--- src/rtl/vlf_pkg.sv ---
package vlf_pkg;
  typedef enum logic [1:0] {C_IDLE, C_BEGIN, C_XMIT, C_WAIT} ctrl_st_t;
  typedef enum logic [1:0] {T_IDLE, T_REQ, T_BUSY, T_DRAIN} xfer_st_t;

  localparam logic [1:0] HT_IDLE   = 2'b00;
  localparam logic [1:0] HT_NONSEQ = 2'b10;
  localparam logic [1:0] HT_SEQ    = 2'b11;
  localparam logic [2:0] HB_INCR   = 3'b001;
  localparam logic [2:0] HS_WORD   = 3'b010;
endpackage

--- src/rtl/vlf_ctrl.sv ---
module vlf_ctrl
  import vlf_pkg::*;
#(
  parameter int CNT_W  = 16,
  parameter int BEAT_W = 15
) (
  input  logic              clk,
  input  logic              rst_n,
  input  logic              cfg_en,
  input  logic [CNT_W-1:0]  cfg_lines,
  input  logic [BEAT_W-1:0] line_beats,
  input  logic              cfg_base_wr,
  input  logic              line_act,
  input  logic              frame_act,
  input  logic              xf_own,
  input  logic              xf_done,
  output logic              xf_start,
  output logic              addr_load,
  output logic              frame_irq
);
  ctrl_st_t         st, st_n;
  logic             la_q, fa_q;
  logic [CNT_W-1:0] line_cnt;
  logic             line_fall, frame_fall, trig, last_line, rearm, line_end;

  assign line_fall  = la_q & ~line_act;
  assign frame_fall = fa_q & ~frame_act;
  assign trig       = cfg_en && frame_act && line_fall &&
                      (line_cnt < cfg_lines) && (line_beats != '0);
  assign last_line  = (line_cnt + CNT_W'(1)) == cfg_lines;
  assign rearm      = ((st == C_IDLE) || (st == C_WAIT)) && (!cfg_en || frame_fall);
  assign line_end   = (st == C_XMIT) && xf_done;
  assign xf_start   = (st == C_IDLE) && !rearm && trig;
  assign addr_load  = rearm;

  always_comb begin
    st_n = st;
    unique case (st)
      C_IDLE:  if (!rearm && trig) st_n = C_BEGIN;
      C_BEGIN: if (xf_own) st_n = C_XMIT;
      C_XMIT:  if (xf_done) st_n = last_line ? C_WAIT : C_IDLE;
      C_WAIT:  if (rearm) st_n = C_IDLE;
      default: st_n = C_IDLE;
    endcase
  end

  always_ff @(posedge clk) begin
    if (!rst_n) begin
      st        <= C_IDLE;
      la_q      <= 1'b0;
      fa_q      <= 1'b0;
      line_cnt  <= '0;
      frame_irq <= 1'b0;
    end else begin
      st   <= st_n;
      la_q <= line_act;
      fa_q <= frame_act;
      if (rearm)         line_cnt <= '0;
      else if (line_end) line_cnt <= line_cnt + CNT_W'(1);
      if (line_end && last_line) frame_irq <= 1'b1;
      else if (cfg_base_wr)      frame_irq <= 1'b0;
    end
  end

  p_irq_hold_r9: assert property (@(posedge clk) disable iff (!rst_n)
    (frame_irq && !cfg_base_wr) |=> frame_irq);
  p_irq_source_r8: assert property (@(posedge clk) disable iff (!rst_n)
    $rose(frame_irq) |-> ($past(st) == C_XMIT));
  p_idle_when_off_r2: assert property (@(posedge clk) disable iff (!rst_n)
    (!cfg_en && st == C_IDLE) |=> (st == C_IDLE));
endmodule

--- src/rtl/vlf_ahb_rd.sv ---
module vlf_ahb_rd
  import vlf_pkg::*;
#(
  parameter int ADDR_W      = 32,
  parameter int DATA_W      = 32,
  parameter int BEAT_W      = 15,
  parameter int BOUND_BYTES = 1024
) (
  input  logic              clk,
  input  logic              rst_n,
  input  logic              xf_start,
  input  logic [BEAT_W-1:0] line_beats,
  input  logic              addr_load,
  input  logic [ADDR_W-1:0] load_addr,
  input  logic              hgrant,
  input  logic              hready,
  output logic              hbusreq,
  output logic              hlock,
  output logic [ADDR_W-1:0] haddr,
  output logic [1:0]        htrans,
  output logic              xf_own,
  output logic              xf_done,
  output logic              beat_we,
  output logic [ADDR_W-1:0] rd_addr
);
  localparam int STEP = DATA_W / 8;
  localparam int BB   = $clog2(BOUND_BYTES);
  localparam logic [BB-1:0] LAST_OFS = BB'(BOUND_BYTES - STEP);

  xfer_st_t          st;
  logic [ADDR_W-1:0] addr_q;
  logic [BEAT_W-1:0] left_q;
  logic              dph_q, first_q, at_edge, last_issue;

  assign at_edge    = addr_q[BB-1:0] == LAST_OFS;
  assign last_issue = left_q == BEAT_W'(1);
  assign xf_own     = (st == T_REQ) && hgrant && hready;
  assign beat_we    = dph_q && hready;
  assign xf_done    = (st == T_DRAIN) && hready && dph_q && (left_q == '0);
  assign hbusreq    = (st == T_REQ) || (st == T_BUSY);
  assign hlock      = hbusreq;
  assign htrans     = (st != T_BUSY) ? HT_IDLE : (first_q ? HT_NONSEQ : HT_SEQ);
  assign haddr      = addr_q;
  assign rd_addr    = addr_q;

  always_ff @(posedge clk) begin
    if (!rst_n) begin
      st      <= T_IDLE;
      addr_q  <= '0;
      left_q  <= '0;
      dph_q   <= 1'b0;
      first_q <= 1'b0;
    end else begin
      if (beat_we) dph_q <= 1'b0;
      unique case (st)
        T_IDLE: begin
          if (addr_load) addr_q <= load_addr;
          else if (xf_start) begin
            st     <= T_REQ;
            left_q <= line_beats;
          end
        end
        T_REQ: begin
          if (xf_own) begin
            st      <= T_BUSY;
            first_q <= 1'b1;
          end
        end
        T_BUSY: begin
          if (hready) begin
            dph_q   <= 1'b1;
            addr_q  <= addr_q + ADDR_W'(STEP);
            left_q  <= left_q - BEAT_W'(1);
            first_q <= 1'b0;
            if (last_issue || at_edge) st <= T_DRAIN;
          end
        end
        T_DRAIN: begin
          if (hready && dph_q) st <= (left_q == '0) ? T_IDLE : T_REQ;
        end
        default: st <= T_IDLE;
      endcase
    end
  end

  p_hold_on_wait_r7: assert property (@(posedge clk) disable iff (!rst_n)
    (htrans != HT_IDLE && !hready) |=> (htrans == $past(htrans) && haddr == $past(haddr)));
  p_split_at_edge_r5: assert property (@(posedge clk) disable iff (!rst_n)
    (htrans != HT_IDLE && hready && haddr[BB-1:0] == LAST_OFS) |=> (htrans == HT_IDLE));
  p_grant_nonseq_r4: assert property (@(posedge clk) disable iff (!rst_n)
    xf_own |=> (htrans == HT_NONSEQ));
  p_load_idle_r10: assert property (@(posedge clk) disable iff (!rst_n)
    addr_load |-> (st == T_IDLE));
  p_no_beat_idle_r6: assert property (@(posedge clk) disable iff (!rst_n)
    (st == T_IDLE) |-> !beat_we);
endmodule

--- src/rtl/vlf_lbuf_wr.sv ---
module vlf_lbuf_wr #(
  parameter int LB_AW  = 9,
  parameter int DATA_W = 32
) (
  input  logic              clk,
  input  logic              rst_n,
  input  logic              line_start,
  input  logic              beat_we,
  input  logic [DATA_W-1:0] rd_data,
  output logic              lb_we,
  output logic [LB_AW-1:0]  lb_waddr,
  output logic [DATA_W-1:0] lb_wdata
);
  logic [LB_AW-1:0] wptr;

  always_ff @(posedge clk) begin
    if (!rst_n)          wptr <= '0;
    else if (line_start) wptr <= '0;
    else if (beat_we)    wptr <= wptr + LB_AW'(1);
  end

  assign lb_we    = beat_we;
  assign lb_waddr = wptr;
  assign lb_wdata = rd_data;

  p_start_clears_r6: assert property (@(posedge clk) disable iff (!rst_n)
    line_start |=> (lb_waddr == '0 && !lb_we));
endmodule

--- src/rtl/vline_fetch_dma.sv ---
module vline_fetch_dma
  import vlf_pkg::*;
#(
  parameter int ADDR_W      = 32,
  parameter int DATA_W      = 32,
  parameter int CNT_W       = 16,
  parameter int PIX_W       = 16,
  parameter int LB_AW       = 9,
  parameter int BOUND_BYTES = 1024
) (
  input  logic              clk,
  input  logic              rst_n,
  input  logic              cfg_en,
  input  logic [ADDR_W-1:0] cfg_base,
  input  logic              cfg_base_wr,
  input  logic [CNT_W-1:0]  cfg_lines,
  input  logic [PIX_W-1:0]  cfg_pixels,
  input  logic              line_act,
  input  logic              frame_act,
  input  logic              hgrant,
  input  logic              hready,
  input  logic [DATA_W-1:0] hrdata,
  output logic              hbusreq,
  output logic              hlock,
  output logic [ADDR_W-1:0] haddr,
  output logic [1:0]        htrans,
  output logic [2:0]        hburst,
  output logic [2:0]        hsize,
  output logic              lb_we,
  output logic [LB_AW-1:0]  lb_waddr,
  output logic [DATA_W-1:0] lb_wdata,
  output logic [ADDR_W-1:0] cur_addr,
  output logic              frame_irq
);
  localparam int BEAT_W = PIX_W - 1;

  logic [BEAT_W-1:0] line_beats;
  logic xf_start, xf_own, xf_done, addr_load, beat_we;

  assign line_beats = BEAT_W'(cfg_pixels >> 1);
  assign hburst     = HB_INCR;
  assign hsize      = HS_WORD;

  vlf_ctrl #(.CNT_W(CNT_W), .BEAT_W(BEAT_W)) u_ctrl (
    .clk(clk), .rst_n(rst_n), .cfg_en(cfg_en), .cfg_lines(cfg_lines),
    .line_beats(line_beats), .cfg_base_wr(cfg_base_wr), .line_act(line_act),
    .frame_act(frame_act), .xf_own(xf_own), .xf_done(xf_done),
    .xf_start(xf_start), .addr_load(addr_load), .frame_irq(frame_irq)
  );

  vlf_ahb_rd #(.ADDR_W(ADDR_W), .DATA_W(DATA_W), .BEAT_W(BEAT_W),
               .BOUND_BYTES(BOUND_BYTES)) u_xfer (
    .clk(clk), .rst_n(rst_n), .xf_start(xf_start), .line_beats(line_beats),
    .addr_load(addr_load), .load_addr(cfg_base), .hgrant(hgrant), .hready(hready),
    .hbusreq(hbusreq), .hlock(hlock), .haddr(haddr), .htrans(htrans),
    .xf_own(xf_own), .xf_done(xf_done), .beat_we(beat_we), .rd_addr(cur_addr)
  );

  vlf_lbuf_wr #(.LB_AW(LB_AW), .DATA_W(DATA_W)) u_lbuf (
    .clk(clk), .rst_n(rst_n), .line_start(xf_start), .beat_we(beat_we),
    .rd_data(hrdata), .lb_we(lb_we), .lb_waddr(lb_waddr), .lb_wdata(lb_wdata)
  );
endmodule

--- config.mk ---
export PLATFORM = sky130hd
export DESIGN_NAME = vline_fetch_dma
export DESIGN_NICKNAME = d
export VERILOG_FILES = /design/src/rtl/vlf_pkg.sv /design/src/rtl/vlf_ctrl.sv /design/src/rtl/vlf_ahb_rd.sv /design/src/rtl/vlf_lbuf_wr.sv /design/src/rtl/vline_fetch_dma.sv
export SDC_FILE = /design/constraint.sdc
export NUM_CORES = 1
export LEC_CHECK = 0
export ABC_CLOCK_PERIOD_IN_PS = 3000
export BUFFER_PORTS_ARGS = -buffer_cell sky130_fd_sc_hd__buf_4
export CORE_ASPECT_RATIO = 1.5
export CORE_UTILIZATION = 40
export CTS_BUF_LIST = sky130_fd_sc_hd__clkbuf_4
export CTS_CLUSTER_SIZE = 8
export DETAILED_ROUTE_END_ITERATION = 12
export HOLD_SLACK_MARGIN = 0.12
export PLACE_DENSITY = 0.71
export SKIP_CTS_REPAIR_TIMING = 1
export SLEW_MARGIN = 20
export SYNTH_ARGS = -nofsm -noshare
export SYNTH_HDL_FRONTEND = slang
export SYNTH_SLANG_ARGS = --single-unit
--- constraint.sdc ---
create_clock -name clk -period 3 [get_ports clk]
set_clock_uncertainty 0.2 [all_clocks]
set_input_delay 0.15 -clock clk [delete_from_list [all_inputs] [get_ports clk]]
set_output_delay 0.15 -clock clk [all_outputs]
set_load 0.02 [all_outputs]
==> results of run 1 <==
## cell type report
class	count	area share (%)
multi-input combinational	554	44.7
timing repair buffer	279	28.9
sequential	81	20.1
tap	196	3.03
inverter	33	1.53
clock buffer	10	0.929
clock inverter	6	0.836
antenna	1	0.0310
## synth_stat cells, types with 5 or more instances
cell / count
a211oi_1: 11
a21o_1: 7
a21oi_1: 41
a222oi_1: 12
a22oi_1: 9
and2_1: 5
and4_1: 5
buf_2: 8
buf_4: 72
clkbuf_1: 26
dfxtp_1: 81
ha_1: 30
inv_1: 31
mux2i_1: 20
nand2_1: 68
nand2b_1: 5
nand3_1: 29
nand4_1: 19
nor2_1: 71
nor2b_1: 10
nor3_1: 24
nor4_1: 9
o211ai_1: 8
o21ai_0: 36
o22ai_1: 8
o31ai_1: 10
or3_1: 8
xnor2_1: 21
xor2_1: 20
## critical path: cells and delay by family (launching register included)
family | cells | cell delay, ns
adders and majority gates | 1 | 0.34
buffers and inverters | 3 | 0.95
DFF | 1 | 0.37
and+or+nand+nor | 3 | 0.53
AOI/OAI and AO/OA | 3 | 0.37
## registers in the layout (all words and copies together), names as in the netlist, named ones only
register          count
u_ctrl.fa_q           1
u_ctrl.frame_irq      1
u_ctrl.la_q           1
u_ctrl.line_cnt      16
u_ctrl.st             2
u_lbuf.lb_waddr       9
u_xfer.first_q        1
u_xfer.haddr         32
u_xfer.left_q        15
u_xfer.st             2
## cells by family (layout without fill, tap and decap cells)
logic type      Yosys count  in the layout  share of synthesized area [%]
simple gates            279            279                           23.6
compound gates          174            174                           19.6
buf+inv                 140            328                           13.4
flops                    81             81                           27.0
xor+xnor                 41             41                           5.98
fa+ha+maj                30             30                           6.25
mux                      24             24                           4.08
other cells               2              7                          0.125
## placed cells by master, fill, tap and decap left out, types with 12 or more instances in the layout
master / netlist / layout
o21ai_0: 36 / 36
xor2_1: 20 / 20
xnor2_1: 21 / 21
ha_1: 30 / 29
inv_1: 31 / 31
nor3_1: 24 / 24
nand3_1: 29 / 29
nor2_1: 71 / 71
mux2i_1: 20 / 20
buf_4: 72 / 184
nand2_1: 68 / 68
dlygate4sd3_1: 0 / 95
a21oi_1: 41 / 40
a222oi_1: 12 / 12
dfxtp_1: 81 / 81
nand4_1: 19 / 19
## per-stage QoR
| stage | instance area (sq um) | total power, mW | utilization [%] | TNS, ns | hold WS (ns) |
|---|---|---|---|---|---|
| 2_1_floorplan | 6020 | 3.83 | - | 0 | 0.0717 |
| 3_3_place_gp | 6970 | 4.69 | 47.8 | 0 | 0.100 |
| 3_5_place_dp | 6970 | 4.71 | 47.8 | 0 | 0.100 |
| 4_1_cts | 7110 | 5.41 | 48.7 | 0 | -0.295 |
| 5_1_grt | 8080 | 5.97 | 55.4 | -0.0186 | 0.148 |
| 6_report | 8080 | 5.61 | 55.4 | 0 | 0.138 |
## power groups by stage
stage,logic (mW),registers [mW],clock network (mW)
3_3_place_gp,3.04,1.64,0
3_5_place_dp,3.07,1.64,0
5_1_grt,3.53,1.68,0.764
6_report,3.28,1.64,0.686
4_1_cts,3.07,1.62,0.715
2_1_floorplan,2.06,1.77,0
## final timing paths
| check | endpoint | depth (start not counted) |
|---|---|---|
| max | u_xfer.haddr[6] | 10 |
| max reg2reg | u_xfer.haddr[6] | 10 |
| min | u_ctrl.frame_irq | 7 |
| min reg2reg | flop | 2 |
## metal layers
| layer | wire length, um | global-route usage, % | vias to the layer above |
|---|---|---|---|
| met3 | 1140 | 4.09 | 40 |
| met5 | 0 | 0 | - |
| met2 | 9440 | 37.7 | 281 |
| li1 | - | - | 3082 |
| met1 | 6790 | 23.5 | 2961 |
| met4 | 487 | 10.7 | 0 |
==> metrics, run 1 <==
status finished, final reports clean; most common flop cell mapped by yosys dfxtp_1; Layout area overhead 34.5%; IO buf count 149; FF/Latch Area 1620 sq um; H-tree Lvls 3; Reg-to-Reg Start u_xfer.st[0]; Final Hold Fails 0; GPL Wtd Cong 0.862; Die Wd 102 um; Max clock buf depth 2; final setup margin 0.170 ns; Root Driver clkbuf_4; Seq/Total Area, Yosys 27.0%; Slew Limit Fails 0; core area 14600 sq um; Vias/cell 5.49; pin count of the biggest net entering global routing 34; Clk pwr share 12.2%; Max stage delay on crit path 0.59 ns; # rows 54; first drt pass iteration count 5; Tmin final 2.83 ns; Post-Syn Instances 771; Crit Path Category flop to flop; via count 6364; post-place setup slack 0.236 ns; Startpoint Class flop; antenna-violating nets left 0; P_sw 2.65 mW; vias in the first global route 5493; DIE AREA 15500 sq um; EDFF count, synth 0; Reg power frac 29.2%; # DRC 0; placed cells 1047; HPWL after DPL 12.5 mm; # clock sinks 81; Final nets 1092; final std cells w/o fill 1160; initial cell density of the core 41.2%; logic gate share of total power 58.5%; Synth area leaders dfxtp_1, buf_4, ha_1; Worst path slowest cell dlygate4sd3_1; Least-Margin Pin Slew 0.604 ns; worst endpoint required time 3.20 ns; layout cell share with drive strength beyond 1 23.4%; CP startpoint u_xfer.st[0]; all-layer global routing usage 21.3%; Die H 152 um; clk slew on worst S/H paths 0.15 ns; number of I/O pins 221; synthesized area per cell 7.79 sq um; CP Capture Type flop; pwr/cell area 694 nW/um^2; Leakage 3.40 nW; # setup viols final 0; Synth area leader dfxtp_1; worst-path fanout max 19; Max Cap Violations 0; Worst VDD drop 0.600 mV; relative slew slack 59.6%; CP Data Arrival Time 3.03 ns; final wirelength 17.9 mm; min-delay worst type input port to flop; FFs w/ async S/R, synth 0%; multi-input combinational cell area 3610 sq um; r2r setup slk 0.17 ns; Mapped Area 6010 sq um; DR iter-0 viols 305; initial antenna violation count 1; Ys Warns 0; CP cell instances inv_1 > ha_1 > nand2b_1 > nand2_1 > o21ai_2 > buf_4 > nor3_1 > o21ai_0 > a21oi_1 > dlygate4sd3_1; Hold Startpoint cfg_lines[10]; Cell variety after synth 69; TritonCTS clock tree built; CTS buffer count 9; Fillers 1358; share of the synthesized area in the top cell type 27.0%; f_max 353 MHz; period utilization 94.3%; Seq cells post-synth 81; Internal Pwr Total 2.95 mW; Clock Latency Late Sink 0.45 ns; Congestion Overflow GR 0; Switching Fraction 47.3%; wire per inst 15.4 um; first-pass GRT wire length 26.4 mm
(Power assumes the default switching activity.)
==> run 2: changes to the inputs <==
ABC_CLOCK_PERIOD_IN_PS = 2600   (was 3000)
PLACE_DENSITY = 0.73   (was 0.71)
clock period = 2.6 ns   (was 3 ns; I/O delays follow)
==> metrics, run 2 (synthesized netlist as in run 1, its figures left out) <==
# rows 54; Clock Latency Late Sink 0.47 ns; CP cell instances buf_4 > nand3_2 > or2_2 > buf_4 > nor2_4 > xnor2_1 > a2111oi_0 > nand4_1 > o31ai_1; Startpoint Class flop; r2r setup slk 0.04 ns; period utilization 98.5%; all-layer global routing usage 21.4%; post-place setup slack -0.00278 ns; Most common cell on crit path buf_4; # setup viols final 0; status finished, final reports clean; Die H 152 um; clk slew on worst S/H paths 0.15 ns; HPWL after DPL 12.8 mm; IO buf count 149; layout cell share with drive strength beyond 1 28.2%; relative slew slack 57.2%; CP Data Arrival Time 2.74 ns; placed cells 1077; multi-input combinational cell area 3750 sq um; Max clock buf depth 2; Root Driver clkbuf_4; initial cell density of the core 41.2%; vias in the first global route 5592; Reg-to-Reg Start u_ctrl.line_cnt[3]; Vias/cell 5.42; number of I/O pins 221; FF-to-FF path depth 9; H-tree Lvls 3; Worst path slowest cell a2111oi_0; DR iter-0 viols 280; Leakage 3.61 nW; via count 6457; final wirelength 18.4 mm; final std cells w/o fill 1191; CP Capture Type flop; Die Wd 102 um; first drt pass iteration count 5; worst-path fanout max 9; FF/Latch Area 1630 sq um; Max stage delay on crit path 0.38 ns; worst path bufs/invs 2; wire per inst 15.4 um; Max Cap Violations 0; Hold Startpoint cfg_lines[3]; Layout area overhead 42.0%; post-place instance area 7240 sq um; pin count of the biggest net entering global routing 37; initial antenna violation count 1; core area 14600 sq um; Final Hold Fails 0; final setup margin 0.0386 ns; most frequent cells in the layout buf_4, dlygate4sd3_1, dfxtp_1; pwr/cell area 806 nW/um^2; Tmin final 2.56 ns; first-pass GRT wire length 26.4 mm; Final nets 1123; CTS buffer count 9; max reg flops 32; Least-Margin Pin Slew 0.640 ns; Worst VDD drop 0.472 mV; final core occ 58.4%; hold depth 6; worst reg2reg path endpoint u_ctrl.frame_irq; unrepaired setup endpoints after global routing true; antenna-violating nets left 0; Slew Limit Fails 0; Fillers 1319; power after layout 6.88 mW; CP startpoint u_ctrl.line_cnt[3]; TritonCTS clock tree built; min-delay worst type input port to flop; Crit Path Category flop to flop; most common cell after layout, fill and taps aside buf_4; f_max 390 MHz; DIE AREA 15500 sq um; GPL Wtd Cong 0.849; # DRC 0; setup TNS 0 ns; # clock sinks 81; worst endpoint required time 2.78 ns; hold worst-path end u_ctrl.st[1]; WHS 0.101 ns; Worst path top cell family by delay simple AND/OR/NAND/NOR gates; Design Area, Final 8530 sq um; Congestion Overflow GR 0
-- run 2: cell types whose count changed in the layout (fill, tap and decap cells not counted), sizes merged --
cell / before / now
clkinvlp: 2 / 4
clkinv: 4 / 1
buf: 184 / 215
bufinv: 1 / 2
-- run 2: worst min-delay path: cells and delay by family --
kind	cells	cell delay, ns
buffers and inverters	1	0.09
xor gates and xnor gates	1	0.05
and+or+nand+nor	2	0.27
AOI/OAI and AO/OA	2	0.18
-- run 2: worst max-delay path by stage --
stage                             endpoint  slack, ns  cells after the start
after global routing          u_xfer.st[0]      -0.03                     11
after CTS                        htrans[0]      -0.05                      7
after detailed placement  u_ctrl.frame_irq     -0.003                      9
after floorplan           u_xfer.left_q[5]       0.01                      8
after global placement    u_ctrl.frame_irq       0.01                      8
final                     u_ctrl.frame_irq       0.04                      9
-- run 2: power breakdown --
part	internal [mW]	leakage, nW	switching (mW)
sequential	1.51	0.664	0.323
combinational	1.80	2.87	2.33
clock	0.403	0.0793	0.503
-- run 2: area by class of cell --
class / instances / share of cell area [%]
repair buffers: 310 / 30.6
multi-input cells: 554 / 43.9
clock inverters: 6 / 1.07
diodes: 1 / 0.0293
inverters: 33 / 1.50
well taps: 196 / 2.88
clock buffers: 10 / 0.880
flip-flops and latches: 81 / 19.1
-- run 2: layer usage --
metal,global-route usage [%],wire length [um]
met1,22.3,6730
met3,3.08,1110
met4,11.8,601
met2,39.6,9910
met5,0,0
